--- config.mk ---
export PLATFORM = sky130hd
export DESIGN_NAME = wp_cache_lookup
export DESIGN_NICKNAME = d
export VERILOG_FILES = /design/src/rtl/wp_cache_lookup.sv
export SDC_FILE = /design/constraint.sdc
export NUM_CORES = 2
export LEC_CHECK = 0
export ABC_AREA = 1
export BUFFER_PORTS_ARGS = -buffer_cell sky130_fd_sc_hd__buf_2
export CORE_MARGIN = 2
export CORE_UTILIZATION = 25
export DETAILED_ROUTE_END_ITERATION = 12
export PLACE_DENSITY_LB_ADDON = 0.1
export REMOVE_ABC_BUFFERS = 1
export SKIP_LAST_GASP = 1
export SYNTH_ARGS = -nofsm -noshare
export SYNTH_HDL_FRONTEND = slang
export SYNTH_SLANG_ARGS = --single-unit
--- constraint.sdc ---
create_clock -name clk -period 3.2 [get_ports clk]
set_input_delay 0.64 -clock clk [delete_from_list [all_inputs] [get_ports clk]]
set_output_delay 0.64 -clock clk [all_outputs]
set_load 0.01 [all_outputs]
--- src/rtl/wp_cache_lookup.sv ---
module wp_cache_lookup #(
  parameter int WAYS   = 4,
  parameter int SETS   = 16,
  parameter int TAG_W  = 10,
  parameter int DATA_W = 32,
  localparam int IDX_W = $clog2(SETS),
  localparam int WAY_W = $clog2(WAYS)
) (
  input  logic              clk,
  input  logic              rst_n,
  input  logic              req_valid,
  output logic              req_ready,
  input  logic [IDX_W-1:0]  req_index,
  input  logic [TAG_W-1:0]  req_tag,
  output logic              rsp_spec,
  output logic              rsp_valid,
  output logic              rsp_hit,
  output logic              rsp_slow,
  output logic [DATA_W-1:0] rsp_data,
  input  logic              fill_valid,
  input  logic [IDX_W-1:0]  fill_index,
  input  logic [WAY_W-1:0]  fill_way,
  input  logic [TAG_W-1:0]  fill_tag,
  input  logic [DATA_W-1:0] fill_data
);

  logic [TAG_W-1:0]  tag_q  [SETS][WAYS];
  logic [DATA_W-1:0] dat_q  [SETS][WAYS];
  logic [WAYS-1:0]   vld_q  [SETS];
  logic [WAY_W-1:0]  pred_q [SETS];

  logic              ph1_q, slow_q;
  logic [IDX_W-1:0]  idx_q;
  logic [TAG_W-1:0]  rtag_q;

  logic [WAY_W-1:0]  pway;
  logic              fast_hit;
  logic              any_hit;
  logic [WAY_W-1:0]  hit_way;
  logic [DATA_W-1:0] hit_data;

  assign pway     = pred_q[idx_q];
  assign fast_hit = vld_q[idx_q][pway] && (tag_q[idx_q][pway] == rtag_q);

  always_comb begin
    any_hit  = 1'b0;
    hit_way  = '0;
    hit_data = '0;
    for (int w = 0; w < WAYS; w++) begin
      if (!any_hit && vld_q[idx_q][w] && tag_q[idx_q][w] == rtag_q) begin
        any_hit  = 1'b1;
        hit_way  = WAY_W'(w);
        hit_data = dat_q[idx_q][w];
      end
    end
  end

  assign req_ready = !slow_q && !(ph1_q && !fast_hit);
  assign rsp_spec  = ph1_q;
  assign rsp_slow  = slow_q;
  assign rsp_valid = (ph1_q && fast_hit) || slow_q;
  assign rsp_hit   = (ph1_q && fast_hit) || (slow_q && any_hit);
  assign rsp_data  = ph1_q  ? dat_q[idx_q][pway] :
                     slow_q ? hit_data : '0;

  always_ff @(posedge clk or negedge rst_n) begin
    if (!rst_n) begin
      ph1_q  <= 1'b0;
      slow_q <= 1'b0;
      idx_q  <= '0;
      rtag_q <= '0;
    end else begin
      ph1_q  <= req_valid && req_ready;
      slow_q <= ph1_q && !fast_hit;
      if (req_valid && req_ready) begin
        idx_q  <= req_index;
        rtag_q <= req_tag;
      end
    end
  end

  always_ff @(posedge clk or negedge rst_n) begin
    if (!rst_n) begin
      for (int s = 0; s < SETS; s++) begin
        vld_q[s]  <= '0;
        pred_q[s] <= '0;
      end
    end else begin
      if (slow_q && any_hit)
        pred_q[idx_q] <= hit_way;
      if (fill_valid) begin
        vld_q[fill_index][fill_way] <= 1'b1;
        pred_q[fill_index]          <= fill_way;
      end
    end
  end

  always_ff @(posedge clk) begin
    if (fill_valid) begin
      tag_q[fill_index][fill_way] <= fill_tag;
      dat_q[fill_index][fill_way] <= fill_data;
    end
  end

endmodule

==> impl_metrics.xml <==
<?xml version="1.0" encoding="UTF-8"?>
<metrics>
  <group name="status">
    <metric name="status" unit="">finished, violations left</metric>
    <metric name="failed_checks" unit="">negative setup slack</metric>
  </group>
  <group name="detailed_routing">
    <metric name="drt_drc_violations_left" unit="">0</metric>
    <metric name="final_antenna_net_count" unit="">0</metric>
    <metric name="dr.first_iter.drc_count" unit="">6057</metric>
    <metric name="routed-via-count" unit="">72820</metric>
    <metric name="vias_per_cell" unit="">4.860</metric>
    <metric name="detailedRoute.firstPassIterationCount" unit="">8</metric>
    <metric name="finalWirelength" unit="um">450200</metric>
    <metric name="routed_wire_length_per_instance" unit="um">30.04</metric>
  </group>
  <group name="global_routing">
    <metric name="antenna_violations_before_repair" unit="">28</metric>
    <metric name="gr-usage-all-layers" unit="">0.1972</metric>
    <metric name="grt_pass1_wl" unit="um">618100</metric>
    <metric name="grt_overflow_total" unit="">0</metric>
    <metric name="grt_max_degree" unit="">96</metric>
    <metric name="first_global_vias" unit="">72730</metric>
  </group>
  <group name="synth">
    <metric name="ys_async_sr_fraction" unit="">0.04000</metric>
    <metric name="main_combinational_cell_family_by_area_after_synthesis" unit="">compound AO/OA/AOI/OAI gates</metric>
    <metric name="yosys.area_share.simple" unit="">0.09777</metric>
    <metric name="yosysUniqueCellTypes" unit="">43</metric>
    <metric name="synthAdderAreaFrac" unit="">0</metric>
    <metric name="yosys_warnings" unit="">0</metric>
    <metric name="synthXorXnorAreaFrac" unit="">0.00007992</metric>
    <metric name="syn_area" unit="um2">109600</metric>
    <metric name="postSynthCellCount" unit="">8016</metric>
    <metric name="postSynthRegisterBits" unit="">2800</metric>
    <metric name="synth.area.mux_share" unit="">0</metric>
    <metric name="synth.yosys.seq_area_share" unit="">0.7621</metric>
    <metric name="synth-main-ff-cell" unit="">sky130_fd_sc_hd__edfxtp_1</metric>
    <metric name="count_of_flip_flops_with_a_built_in_enable_after_synthesis" unit="">2688</metric>
    <metric name="avgSynthCellArea" unit="um2">13.67</metric>
    <metric name="synth_compound_gate_area_share" unit="">0.1145</metric>
  </group>
  <group name="floorplanning">
    <metric name="design.core.area" unit="um2">437200</metric>
    <metric name="site_rows" unit="">243</metric>
    <metric name="die_w" unit="um">666.1</metric>
    <metric name="boundaryPins" unit="">103</metric>
    <metric name="die_height" unit="um">666.1</metric>
    <metric name="floorplan.die_area" unit="um2">443700</metric>
    <metric name="floorplan.initialDensity" unit="">0.2507</metric>
  </group>
  <group name="cts">
    <metric name="h_tree_level_count" unit="">5</metric>
    <metric name="cts-root-to-sink-buffers" unit="">4</metric>
    <metric name="clock_insertion_delay_at_the_later_pin_of_the_skew_report" unit="ns">0.96</metric>
    <metric name="tritoncts" unit="">built</metric>
    <metric name="clk_transition_reported_paths" unit="ns">0.06</metric>
    <metric name="clockRootBuffer" unit="">sky130_fd_sc_hd__clkbuf_16</metric>
    <metric name="tritoncts.num_buffers" unit="">338</metric>
    <metric name="cts_sink_count" unit="">2800</metric>
  </group>
  <group name="placed_design">
    <metric name="io_buffers" unit="">102</metric>
    <metric name="place.detailed.hpwl" unit="um">274200</metric>
    <metric name="finalWeightedCongestion" unit="">0.8162</metric>
    <metric name="placed_cells" unit="">14268</metric>
    <metric name="dpl_worst_slack" unit="ns">-1.770</metric>
    <metric name="placed_area" unit="um2">125500</metric>
  </group>
  <group name="critical_path">
    <metric name="reg2regPathDepth" unit="">29</metric>
    <metric name="cpMostUsedCell" unit="">sky130_fd_sc_hd__buf_12</metric>
    <metric name="critical_path.max_stage_delay" unit="ns">0.69</metric>
    <metric name="timing.critical_path.cells" unit="">buf_12 &gt; clkinv_8 &gt; buf_4 &gt; nand2_8 &gt; inv_16 &gt; buf_12 &gt; buf_4 &gt; buf_12 &gt; buf_12 &gt; buf_4 &gt; a22oi_1 &gt; a21oi_1 &gt; nor4_1 &gt; a21oi_1 &gt; a32o_1 &gt; nand2_1 &gt; nand2_2 &gt; buf_6</metric>
    <metric name="timing.critical_path.to_type" unit="">output port</metric>
    <metric name="cp-start-kind" unit="">flip-flop</metric>
    <metric name="crit-reg2reg-capture" unit="">idx_q[1]$_DFFE_PN0P_</metric>
    <metric name="worst_path_max_delay_cell" unit="">sky130_fd_sc_hd__nor4_1</metric>
    <metric name="data_required_time_at_the_worst_endpoint" unit="ns">2.56</metric>
    <metric name="path_max_fanout" unit="">13</metric>
    <metric name="critPathKind" unit="">reg -&gt; out</metric>
    <metric name="timing.reg2reg.setup_slack" unit="ns">-0.64</metric>
    <metric name="reg2reg_from" unit="">idx_q[1]$_DFFE_PN0P_</metric>
    <metric name="critPathArrivalTime" unit="ns">4.56</metric>
  </group>
  <group name="min_path">
    <metric name="hp-start" unit="">req_tag[2]</metric>
    <metric name="hp-class" unit="">in -&gt; reg</metric>
    <metric name="worstHoldPathCells" unit="">3</metric>
    <metric name="timing.hold.worst_endpoint" unit="">rtag_q[2]$_DFFE_PN0P_</metric>
  </group>
  <group name="sta">
    <metric name="max_clock_freq" unit="MHz">192.1</metric>
    <metric name="setup_viol_count_final" unit="">83</metric>
    <metric name="hold_viol_final" unit="">0</metric>
    <metric name="worst-slew-pin-transition" unit="ns">1.254</metric>
    <metric name="fin_tns_setup" unit="ns">-89.12</metric>
    <metric name="unrepaired_setup_endpoints_after_global_routing" unit="">yes</metric>
    <metric name="slew-limit-headroom" unit="">0.1643</metric>
    <metric name="period_share" unit="">1.627</metric>
    <metric name="min_period" unit="ns">5.205</metric>
    <metric name="timing.clock.skew" unit="ns">0.05957</metric>
    <metric name="timing.final.ws_setup" unit="ns">-2.005</metric>
    <metric name="fin_hold_ws" unit="ns">0.07945</metric>
    <metric name="drv_slew" unit="">0</metric>
  </group>
  <group name="layout">
    <metric name="postLayoutCoreUtil" unit="">0.3198</metric>
    <metric name="layout.nets" unit="">9012</metric>
    <metric name="fin_cells" unit="">14985</metric>
    <metric name="post_route_cells_drive_above_1_share" unit="">0.2173</metric>
    <metric name="layout-area-overhead-vs-synth" unit="%">27.57</metric>
    <metric name="nFillCells" unit="">43269</metric>
    <metric name="layout.cell_area.non_filler" unit="um2">139800</metric>
  </group>
  <group name="flow_run">
    <metric name="maxCapViolCount" unit="">0</metric>
  </group>
  <group name="power">
    <metric name="total_power" unit="mW">109.3</metric>
    <metric name="power.static_leakage" unit="nW">48.19</metric>
    <metric name="power_density" unit="nW/um2">782.0</metric>
    <metric name="irDropWorstVdd" unit="uV">484.4</metric>
  </group>
</metrics>
[what timing repair did]
item | 4_1_cts | 5_1_grt
hold endpoints to repair | 57 | 0
gates cloned | 9 | 7
pin swaps | 87 | 132
gates resized for setup | 351 | 294
endpoints found under the setup margin | 83 | 83
hold buffers | 14 | 0
setup buffers | 47 | 32
[flip-flops by register name, indices dropped and copies added, names as in the netlist]
register	count
tag_q	640
rtag_q	10
pred_q	32
idx_q	4
dat_q	2048
rsp_slow	1
rsp_spec	1
vld_q	64
[cell usage after synthesis, types with 2 or more instances]
cell type                   count  area [um2]
sky130_fd_sc_hd__a2111oi_0     34       297.8
sky130_fd_sc_hd__a21boi_0      93       698.2
sky130_fd_sc_hd__a21oi_1      476        2382
sky130_fd_sc_hd__a22oi_1     1026        7702
sky130_fd_sc_hd__a32o_1        29       290.3
sky130_fd_sc_hd__and2_1         3       18.77
sky130_fd_sc_hd__buf_1         77       289.0
sky130_fd_sc_hd__buf_2         76       380.4
sky130_fd_sc_hd__buf_4         16       120.1
sky130_fd_sc_hd__buf_6         16       180.2
sky130_fd_sc_hd__clkbuf_1     306        1149
sky130_fd_sc_hd__clkinv_1       4       15.01
sky130_fd_sc_hd__dfrtp_1      112        2803
sky130_fd_sc_hd__edfxtp_1    2688       80720
sky130_fd_sc_hd__inv_1        164       615.6
sky130_fd_sc_hd__inv_2          9       33.78
sky130_fd_sc_hd__nand2_1     1990        7470
sky130_fd_sc_hd__nand2_2        2       12.51
sky130_fd_sc_hd__nand3_1      135       675.7
sky130_fd_sc_hd__nand3b_1       2       15.01
sky130_fd_sc_hd__nand4_1       58       362.9
sky130_fd_sc_hd__nor2_1       340        1276
sky130_fd_sc_hd__nor2_2         3       18.77
sky130_fd_sc_hd__nor2_4         4       45.04
sky130_fd_sc_hd__nor3_1         6       30.03
sky130_fd_sc_hd__nor4_1        91       569.3
sky130_fd_sc_hd__o211ai_1       2       15.01
sky130_fd_sc_hd__o21ai_0      135       675.7
sky130_fd_sc_hd__o21ai_1       40       200.2
sky130_fd_sc_hd__o21bai_1       2       15.01
sky130_fd_sc_hd__o22ai_1       40       250.2
sky130_fd_sc_hd__or2_2         25       156.4
sky130_fd_sc_hd__or4_1          2       15.01
[per-layer routing]
layer / vias to the layer above / track usage / wire (um)
met3: 527 / 0.01981 / 17740
met5: - / 0 / 38
met1: 38439 / 0.2789 / 208300
met2: 1826 / 0.3259 / 213200
li1: 32022 / - / -
met4: 6 / 0.04457 / 10880
[power breakdown]
group | internal, mW | switching [mW]
Sequential | 40.6 | 0.275
Clock | 22.1 | 15.9
Combinational | 11.1 | 19.2
Total | 73.9 | 35.4
[cells in the final DEF, fill, tap and decap left out, drive strengths merged, types with 14 or more instances in the layout]
| master | count |
|---|---|
| edfxtp | 2688 |
| nand2 | 1993 |
| buf | 1059 |
| a22oi | 1026 |
| a21oi | 476 |
| clkbuf | 418 |
| nor2 | 347 |
| inv | 186 |
| o21ai | 175 |
| clkinv | 156 |
| nand3 | 137 |
| dfrtp | 112 |
| a21boi | 93 |
| nor4 | 91 |
| nand4 | 59 |
| o22ai | 40 |
| a2111oi | 34 |
| a32o | 29 |
| bufinv | 28 |
| or2 | 25 |
| dlygate4sd3 | 14 |
[worst max path at each step]
stage / from / to / slack [ns] / depth (start not counted)
2_1_floorplan: idx_q[0]$_DFFE_PN0P_ / req_ready / -11.69 / 18
4_1_cts: idx_q[1]$_DFFE_PN0P_ / rsp_data[13] / -2.04 / 24
6_report: idx_q[1]$_DFFE_PN0P_ / rsp_data[11] / -2.00 / 18
3_3_place_gp: idx_q[0]$_DFFE_PN0P_ / rsp_data[2] / -1.82 / 16
5_1_grt: idx_q[0]$_DFFE_PN0P_ / rsp_data[22] / -2.11 / 24
3_5_place_dp: idx_q[1]$_DFFE_PN0P_ / rsp_data[27] / -1.77 / 17
[area by class of cell]
type	count	area, um2	share of cell area
Antenna cell	11	27.53	0.0001969
Clock buffer	412	8926	0.06385
Clock inverter	199	1887	0.01350
Inverter	178	773.2	0.005531
Multi-Input combinational cell	4547	25490	0.1823
Sequential cell	2800	83530	0.5975
Tap cell	5757	7203	0.05152
Timing Repair Buffer	1080	11960	0.08554
Timing Repair inverter	1	8.758	0.00006265
[cell families after synthesis]
kind of cell    Yosys count
flops                  2800
simple gates           2665
compound gates         1880
buf+inv                 670
xor+xnor                  1
[worst max-delay path, delay by kind of cell (launching register included)]
family / cells / cell delay [ns]
simple gates: 4 / 1.00
compound gates: 4 / 0.71
buf+inv: 10 / 1.43
flops: 1 / 0.44
Power figures use the tool's default switching activity.
